<file path="src/rtl/pic_pkg.sv">
`timescale 1ns/1ps
package pic_pkg;
    typedef enum logic [0:0] {
        ST_IDLE     = 1'b0,
        ST_DISPATCH = 1'b1
    } disp_state_e;

    localparam logic SEL_MASK  = 1'b0;
    localparam logic SEL_CLEAR = 1'b1;
endpackage

</file>
<file path="src/rtl/irq_post_bank.sv">
`timescale 1ns/1ps
module irq_post_bank #(
    parameter int N = 8
) (
    input  logic         clk,
    input  logic         rst_n,
    input  logic [N-1:0] src_evt,
    input  logic [N-1:0] clr_vec,
    output logic [N-1:0] posted,
    output logic [N-1:0] rise
);
    logic [N-1:0] evt_q;

    for (genvar i = 0; i < N; i++) begin : g_bit
        assign rise[i] = src_evt[i] & ~evt_q[i];

        always_ff @(posedge clk or negedge rst_n) begin
            if (!rst_n) begin
                evt_q[i]  <= 1'b0;
                posted[i] <= 1'b0;
            end else begin
                evt_q[i] <= src_evt[i];
                if (rise[i])
                    posted[i] <= 1'b1;
                else if (clr_vec[i])
                    posted[i] <= 1'b0;
            end
        end
    end
endmodule

</file>
<file path="src/rtl/irq_prio_enc.sv">
`timescale 1ns/1ps
module irq_prio_enc #(
    parameter int N        = 8,
    parameter int VEC_W    = 8,
    parameter int VEC_STEP = 4
) (
    input  logic [N-1:0]     pend,
    output logic [N-1:0]     grant,
    output logic             any,
    output logic [VEC_W-1:0] vec
);
    logic [N:0] lower_any;

    assign lower_any[0] = 1'b0;
    for (genvar i = 0; i < N; i++) begin : g_chain
        assign lower_any[i+1] = lower_any[i] | pend[i];
        assign grant[i]       = pend[i] & ~lower_any[i];
    end
    assign any = lower_any[N];

    always_comb begin
        vec = '0;
        for (int i = 0; i < N; i++) begin
            if (grant[i])
                vec = VEC_W'(VEC_STEP * (i + 1));
        end
    end
endmodule

</file>
<file path="src/rtl/irq_dispatch_fsm.sv">
`timescale 1ns/1ps
module irq_dispatch_fsm
    import pic_pkg::*;
#(
    parameter int VEC_W        = 8,
    parameter int DISPATCH_CYC = 13
) (
    input  logic             clk,
    input  logic             rst_n,
    input  logic             req_cand,
    input  logic             taken,
    input  logic [VEC_W-1:0] vec_live,
    output logic             irq_req,
    output logic             accept,
    output logic             in_dispatch,
    output logic [VEC_W-1:0] vec_out
);
    localparam int CNT_W = (DISPATCH_CYC > 1) ? $clog2(DISPATCH_CYC) : 1;
    localparam logic [CNT_W-1:0] CNT_LOAD = CNT_W'(DISPATCH_CYC - 1);

    disp_state_e      state, state_nxt;
    logic [CNT_W-1:0] cnt_q;
    logic [VEC_W-1:0] vec_q;

    always_comb begin
        state_nxt = state;
        unique case (state)
            ST_IDLE:     if (accept)        state_nxt = ST_DISPATCH;
            ST_DISPATCH: if (cnt_q == '0)   state_nxt = ST_IDLE;
            default:                        state_nxt = ST_IDLE;
        endcase
    end

    always_ff @(posedge clk or negedge rst_n) begin
        if (!rst_n) begin
            state <= ST_IDLE;
            cnt_q <= '0;
            vec_q <= '0;
        end else begin
            state <= state_nxt;
            if (accept) begin
                cnt_q <= CNT_LOAD;
                vec_q <= vec_live;
            end else if (state == ST_DISPATCH && cnt_q != '0) begin
                cnt_q <= cnt_q - 1'b1;
            end
        end
    end

    always_comb begin
        in_dispatch = 1'b0;
        irq_req     = 1'b0;
        vec_out     = vec_live;
        unique case (state)
            ST_IDLE:     irq_req = req_cand;
            ST_DISPATCH: begin
                in_dispatch = 1'b1;
                vec_out     = vec_q;
            end
            default: ;
        endcase
    end

    assign accept = (state == ST_IDLE) & req_cand & taken;
endmodule

</file>
<file path="src/rtl/prio_irq_ctrl.sv">
`timescale 1ns/1ps
module prio_irq_ctrl
    import pic_pkg::*;
#(
    parameter int NUM_SRC      = 8,
    parameter int VEC_W        = 8,
    parameter int VEC_STEP     = 4,
    parameter int DISPATCH_CYC = 13
) (
    input  logic               clk,
    input  logic               rst_n,
    input  logic [NUM_SRC-1:0] src_evt,
    input  logic               gie,
    input  logic               reg_we,
    input  logic               reg_sel,
    input  logic [NUM_SRC-1:0] reg_wdata,
    output logic [NUM_SRC-1:0] reg_rdata,
    output logic               irq_req,
    input  logic               irq_taken,
    output logic [VEC_W-1:0]   vec_addr
);
    logic [NUM_SRC-1:0] posted_q, mask_q, rise_v, grant_v, clr_v, pend_v;
    logic               any_pend, accept, in_dispatch;
    logic [VEC_W-1:0]   vec_live;

    always_ff @(posedge clk or negedge rst_n) begin
        if (!rst_n)
            mask_q <= '0;
        else if (reg_we && reg_sel == SEL_MASK)
            mask_q <= reg_wdata;
    end

    assign clr_v = ((reg_we && reg_sel == SEL_CLEAR) ? ~reg_wdata : '0)
                 | (accept ? grant_v : '0);

    irq_post_bank #(.N(NUM_SRC)) bank_i (
        .clk     (clk),
        .rst_n   (rst_n),
        .src_evt (src_evt),
        .clr_vec (clr_v),
        .posted  (posted_q),
        .rise    (rise_v)
    );

    assign pend_v = posted_q & mask_q;

    irq_prio_enc #(.N(NUM_SRC), .VEC_W(VEC_W), .VEC_STEP(VEC_STEP)) enc_i (
        .pend  (pend_v),
        .grant (grant_v),
        .any   (any_pend),
        .vec   (vec_live)
    );

    irq_dispatch_fsm #(.VEC_W(VEC_W), .DISPATCH_CYC(DISPATCH_CYC)) fsm_i (
        .clk         (clk),
        .rst_n       (rst_n),
        .req_cand    (any_pend & gie),
        .taken       (irq_taken),
        .vec_live    (vec_live),
        .irq_req     (irq_req),
        .accept      (accept),
        .in_dispatch (in_dispatch),
        .vec_out     (vec_addr)
    );

    assign reg_rdata = (reg_sel == SEL_CLEAR) ? posted_q : mask_q;
endmodule

</file>
<file path="config.mk">
export PLATFORM = sky130hd
export DESIGN_NAME = prio_irq_ctrl
export DESIGN_NICKNAME = d
export VERILOG_FILES = /design/src/rtl/pic_pkg.sv /design/src/rtl/irq_post_bank.sv /design/src/rtl/irq_prio_enc.sv /design/src/rtl/irq_dispatch_fsm.sv /design/src/rtl/prio_irq_ctrl.sv
export SDC_FILE = /design/constraint.sdc
export NUM_CORES = 1
export LEC_CHECK = 0
export BUFFER_PORTS_ARGS = -buffer_cell sky130_fd_sc_hd__buf_2
export CAP_MARGIN = 10
export CORE_AREA = 2 2 86 88
export DETAILED_ROUTE_END_ITERATION = 7
export DIE_AREA = 0 0 88 90
export PLACE_DENSITY = 0.49
export RECOVER_POWER = 25
export SKIP_CTS_REPAIR_TIMING = 1
export SLEW_MARGIN = 20
export SYNTH_ARGS = -nofsm -noshare
export SYNTH_HDL_FRONTEND = slang
export SYNTH_HIERARCHICAL = 1
export SYNTH_SLANG_ARGS = --single-unit
</file>
<file path="constraint.sdc">
create_clock -name clk -period 2.03 [get_ports clk]
set_input_delay 0.203 -clock clk [delete_from_list [all_inputs] [get_ports clk]]
set_output_delay 0.203 -clock clk [all_outputs]
set_load 0.05 [all_outputs]
</file>
==> Word-level counts from Yosys, hierarchy flattened <==
Cells that the tools add are included.
{ "totals": {"regBits": 37, "in_bits": 22} }
{ "op_classes": {"n_addsub": 1, "n_mux": 34, "bitwise_logic": 45, "reduce_logical": 14} }
{ "op_table": {"columns": ["operator", "count"], "rows": [
  ["2-to-1 mux 8 bit", 11],
  ["2-to-1 mux 1 bit", 19],
  ["bitwise AND 1 bit", 18],
  ["nonzero test 2 bit", 9],
  ["NOT 1 bit", 17],
  ["bitwise AND 8 bit", 1],
  ["2-to-1 mux 4 bit", 2],
  ["NOT 8 bit", 1],
  ["bitwise OR 8 bit", 1],
  ["bitwise OR 1 bit", 7],
  ["logical NOT 4 bit", 1],
  ["nonzero test 4 bit", 1],
  ["subtractor 4 x 1 -> 4 bit, second input constant", 1],
  ["logical AND 1 bit", 3],
  ["2-to-1 mux 3 bit", 1],
  ["one-hot mux 1 bit (2 select lines)", 1]
]} }

==> Depth between registers and ports, before layout <==
{ "logic_depth": {"ltp_word": 15, "ltp_mapped": 13, "mapped_depth_nobuf": 10} }

==> Modules after synthesis <==
The synthesis kept the hierarchy.
{ "by_module_without_submodules": {"columns": ["mod", "instances", "cells_per_inst", "area_each_um2"], "rows": [
  ["irq_dispatch_fsm", 1, 51, 646.9],
  ["irq_post_bank", 1, 40, 600.6],
  ["prio_irq_ctrl", 1, 54, 584.3],
  ["irq_prio_enc", 1, 30, 196.4]
]} }

==> Worst setup path after synthesis <==
OpenSTA, ideal clock, no wires.
{ "synth_timing": {"path_type": "register to register", "startpoint": "reg bank_i.posted[0]", "endpoint": "reg bank_i.posted[7]", "t_arrival_ns": 2.138, "required_time_ns": 1.966, "slack_ns": -0.172, "stages_incl_launch_ff": 14, "path_buffers": 3, "path_cell_list": "dfrtp_1 -> and2_1 -> buf_6 -> nor4_1 -> nand3_1 -> and2_1 -> nand3b_1 -> buf_2 -> inv_1 -> buf_1 -> nand2_1 -> o21ai_0 -> inv_1 -> a21o_1"} }
{ "synth_between": {"elab_chain_len": 14} }
{ "synth_rtl": {"columns": ["item", "line_no", "text"], "rows": [
  ["start: declaration", "irq_post_bank.sv:9", "output logic [N-1:0] posted,"],
  ["start signal: indexed assignment", "irq_post_bank.sv:20", "posted[i] <= 1'b0;"],
  ["start signal: indexed assignment", "irq_post_bank.sv:24", "posted[i] <= 1'b1;"],
  ["start signal: indexed assignment", "irq_post_bank.sv:26", "posted[i] <= 1'b0;"],
  ["bitwise AND 8 bit", "prio_irq_ctrl.sv:45", "assign pend_v = posted_q & mask_q;"],
  ["named net pend_v[0]", "prio_irq_ctrl.sv:22", "logic [NUM_SRC-1:0] posted_q, mask_q, rise_v, grant_v, clr_v, pend_v;"],
  ["bitwise OR 1 bit (7 in series)", "irq_prio_enc.sv:16", "assign lower_any[i+1] = lower_any[i] | pend[i];"],
  ["named net any_pend", "prio_irq_ctrl.sv:23", "logic any_pend, accept, in_dispatch;"],
  ["bitwise AND 1 bit", "prio_irq_ctrl.sv:57", ".req_cand (any_pend & gie),"],
  ["bitwise AND 1 bit (2 in series)", "irq_dispatch_fsm.sv:64", "assign accept = (state == ST_IDLE) & req_cand & taken;"],
  ["named net accept", "prio_irq_ctrl.sv:23", null],
  ["2-to-1 mux 8 bit", "prio_irq_ctrl.sv:34", "| (accept ? grant_v : '0);"],
  ["bitwise OR 8 bit", "prio_irq_ctrl.sv:34", null],
  ["named net clr_v[7]", "prio_irq_ctrl.sv:22", null],
  ["nonzero test 2 bit (no line)", null, null]
]} }
The timed path passes the listed nets, and every way through them passes these cells.
A chain may end at the register's enable or synchronous reset.

==> Worst setup path after layout <==
{ "layout_timing": {"startpoint": "reg mask_q[0]", "endpoint": "out vec_addr[3]"} }
{ "layout_between": {"elab_chain_len": 11} }
{ "layout_rtl": {"columns": ["item", "line_no", "text"], "rows": [
  ["start: declaration", "prio_irq_ctrl.sv:22", null],
  ["start signal: assignment", "prio_irq_ctrl.sv:30", "mask_q <= reg_wdata;"],
  ["bitwise AND 8 bit (*)", "prio_irq_ctrl.sv:45", null],
  ["named net pend_v[0]", "prio_irq_ctrl.sv:22", null],
  ["NOT 1 bit / bitwise OR 1 bit (equally long branches)", "irq_prio_enc.sv:17, irq_prio_enc.sv:16", null],
  ["bitwise AND 1 bit, or another cell as far along", "irq_prio_enc.sv:17", "assign grant[i] = pend[i] & ~lower_any[i];"],
  ["2-to-1 mux 8 bit, or another cell as far along (5 in series)", "irq_prio_enc.sv:24", "if (grant[i])"],
  ["2-to-1 mux 8 bit / bitwise AND 1 bit (equally long branches)", "irq_prio_enc.sv:24, irq_prio_enc.sv:17", null],
  ["2-to-1 mux 8 bit (*)", "irq_prio_enc.sv:24", null],
  ["named net vec_live[3]", "prio_irq_ctrl.sv:24", "logic [VEC_W-1:0] vec_live;"],
  ["2-to-1 mux 8 bit (*)", "irq_dispatch_fsm.sv:54", "unique case (state)"],
  ["end: declaration", "prio_irq_ctrl.sv:20", "output logic [VEC_W-1:0] vec_addr"]
]} }
Mark *: on every way through the listed nets, which the timed path passes. The rest lies on a longest branch.

==> results by group <==
Power
  – VDD IR-drop max: 399 µV
  – Leakage: 1.30 nW
  – PwrDens: 1140 nW/µm²
  – PnR Total Power: 3.14 mW

Logic synthesis
  – Mapped Cells: 175
  – Seq/Total Area, Yosys: 0.457
  – Mapped Area: 2030 µm²
  – Synth async-reset ratio: 1.00
  – Ys flop type: dfrtp_1
  – Post-synth EDFFs: 0
  – Syn_area_per_cell: 11.6 µm²
  – Ys Warns: 6
  – Yosys cell types: 36
  – FF+latch count, synth: 37

Timing
  – Max transition margin: 0.373
  – WHS: 0.0443 ns
  – Worst slew pin tran: 0.941 ns
  – RSZ-0062 raised after global routing: true
  – Pins Over Slew Limit: 0
  – Tcrit/Tclk final: 1.11
  – Final Setup Violations: 3
  – Maximum clock rate: 0.442 GHz
  – Final Worst Setup Slack: -0.230 ns
  – Hold Vio Cnt, Final: 0
  – Clock Skews: 0.00421 ns
  – Final period demand of the worst path: 2.26 ns

Finish
  – Most common cell after layout, fill and taps aside: dfrtp_1
  – NumNets Final: 268
  – Non-filler instance count after layout: 343
  – Fill count: 707
  – Most frequent cells in the layout: dfrtp_1 (37), buf_2 (28), buf_4 (25)
  – Number of diodes: 0
  – Share of layout cells above drive strength 1: 0.549
  – Synth-to-Final Area Change: 36.3%

Critical path
  – R2R setup slack: 0.01 ns
  – Worst r2r src: mask_q[0]
  – Crit path max-delay family: simple AND/OR/NAND/NOR gates
  – Slowest CP cell: or4_4
  – Worst setup EP type: output port
  – Required @ worst endpoint: 1.83 ns
  – Reg2reg path depth: 9
  – Critical path fanouts, max: 3
  – Crit path cell chain: and2_4 -> or4_4 -> o32ai_4 -> mux2_4 -> buf_8
  – Reg2Reg Capture Point: fsm_i/vec_q[3]
  – Max stage delay on crit path: 0.57 ns
  – Worst EP arrival: 2.06 ns
  – CP Class: flip-flop to output port
  – Buffers and inverters on the worst path: 1
  – Startpoint Class: flip-flop

Floorplan
  – Die Y-Extent: 90 µm
  – Core Area: 7020 µm²
  – Initial Util: 0.289
  – Ports: 39
  – Cell row count: 31
  – Die Footprint: 7920 µm²
  – Die Width: 88 µm

Job
  – Max_cap viols: 0

Drt
  – Via-per-instance ratio: 4.27
  – Wire per inst: 12.3 µm
  – Vias post-DR: 1464
  – Routed wire length: 4230 µm
  – Remaining antenna violation count: 0
  – Drt initial violations: 16
  – DRC violations left: 0
  – TritonRoute pass-1 iters: 4

Global routing
  – Grt total ovfl: 0
  – Pin count of the biggest net entering global routing: 18
  – Initial antenna violation count: 0
  – Number of global-route vias before repair: 1466
  – First-pass GRT wire length: 6700 µm
  – Total GRT Usage: 0.109

Clock tree
  – CTS buffer count: 5
  – CTS tree: done
  – Clk_lat worst skew: 0.28 ns
  – Root Buffer: clkbuf_8
  – Clk sinks: 37
  – Clock transition at the registers of the reported paths: 0.07 ns
  – CTS H-Tree Depth: 2
  – Clock Tree Buf Depth: 2

Worst hold path
  – Min-Delay Endpoint: bank_i/evt_q[2]
  – Hold path depth: 1
  – Type of the tightest min-delay check: input port to flip-flop
  – Min-delay src: src_evt[2]

Placement
  – Placed Cells: 324
  – Post-place setup slack: -0.0428 ns
  – Port bufs: 38
  – Detailed Place HPWL: 3110 µm
  – Routability cong.: 0.755

Outcome
  – Status: finished with violations
  – Failing checks: setup timing
==> stage by stage <==
stage           util  setup TNS, ns  instance area, µm²
6_report       0.394         -0.457                2770
5_1_grt        0.394          -1.71                2770
4_1_cts        0.357          -1.27                2500
3_5_place_dp   0.346        -0.0428                2430
3_3_place_gp   0.346        -0.0452                2430
2_1_floorplan      -              0                2060
==> power breakdown <==
group	switching, mW	total [mW]	internal, mW
combinational	0.868	1.61	0.746
sequential	0.137	1.05	0.917
clock	0.246	0.472	0.226
==> Yosys cell counts, drive strengths merged, types with 2 or more instances <==
master	count	share of area
dfrtp	37	0.46
mux2	32	0.19
inv	14	0.026
nand2	14	0.026
buf	12	0.047
and2	10	0.031
nor2b	10	0.064
o21ai	9	0.022
a21o	8	0.030
nor2	6	0.011
a21oi	3	0.0074
and4b	2	0.010
mux2i	2	0.0099
nor3	2	0.0049
==> registers in the layout, summed over array words and instances, names as in the netlist <==
signal and count:
bank_i/evt_q 8, bank_i/posted 8, fsm_i/state 1, fsm_i/vec_q 8, fsm_i/cnt_q 4, mask_q 8
==> cell families (layout without fill, tap and decap cells) <==
logic type	count (synthesis)	count (layout)	synth area share
buffers and inverters	26	92	0.0734
DFF	37	37	0.457
adders and majority gates	1	1	0.00617
and+or+nand+nor	52	52	0.180
other	1	4	0.00185
AOI/OAI and AO/OA	24	24	0.0796
muxes	34	34	0.202
==> layout make-up <==
class / count / area (µm²) / area share
Clock buffer: 5 / 68.8 / 0.0249
Clock inverter: 1 / 5.00 / 0.00181
Inverter: 14 / 57.6 / 0.0208
Multi-Input combinational cell: 115 / 1080 / 0.390
Sequential cell: 37 / 926 / 0.335
Tap cell: 99 / 124 / 0.0448
Timing Repair Buffer: 71 / 499 / 0.181
Timing Repair inverter: 1 / 7.51 / 0.00271
==> worst max path at each step <==
stage                     cells after the start          endpoint             start
after floorplan                              13  bank_i/posted[7]  bank_i/posted[0]
after global placement                        5       vec_addr[3]  bank_i/posted[1]
after detailed placement                      5       vec_addr[3]  bank_i/posted[1]
after CTS                                     5       vec_addr[3]  bank_i/posted[1]
after global routing                          5       vec_addr[3]         mask_q[0]
final                                         5       vec_addr[3]         mask_q[0]
==> layer usage <==
layer / vias up / global-route usage / share of wire / wire length (µm)
met5: - / 0 / 0 / 0
met4: 0 / 0.0308 / 0.0050 / 21
met3: 2 / 0.0294 / 0.035 / 150
met2: 27 / 0.170 / 0.46 / 1950
met1: 715 / 0.147 / 0.50 / 2120
li1: 720 / - / - / -
==> worst register-to-register path: cells and delay by family, from the launching register on <==
kind / cells / cell delay (ns)
buf+inv: 3 / 0.38
mux: 1 / 0.32
simple gates: 5 / 0.83
flops: 1 / 0.38
Power figures use the tool's default switching activity.
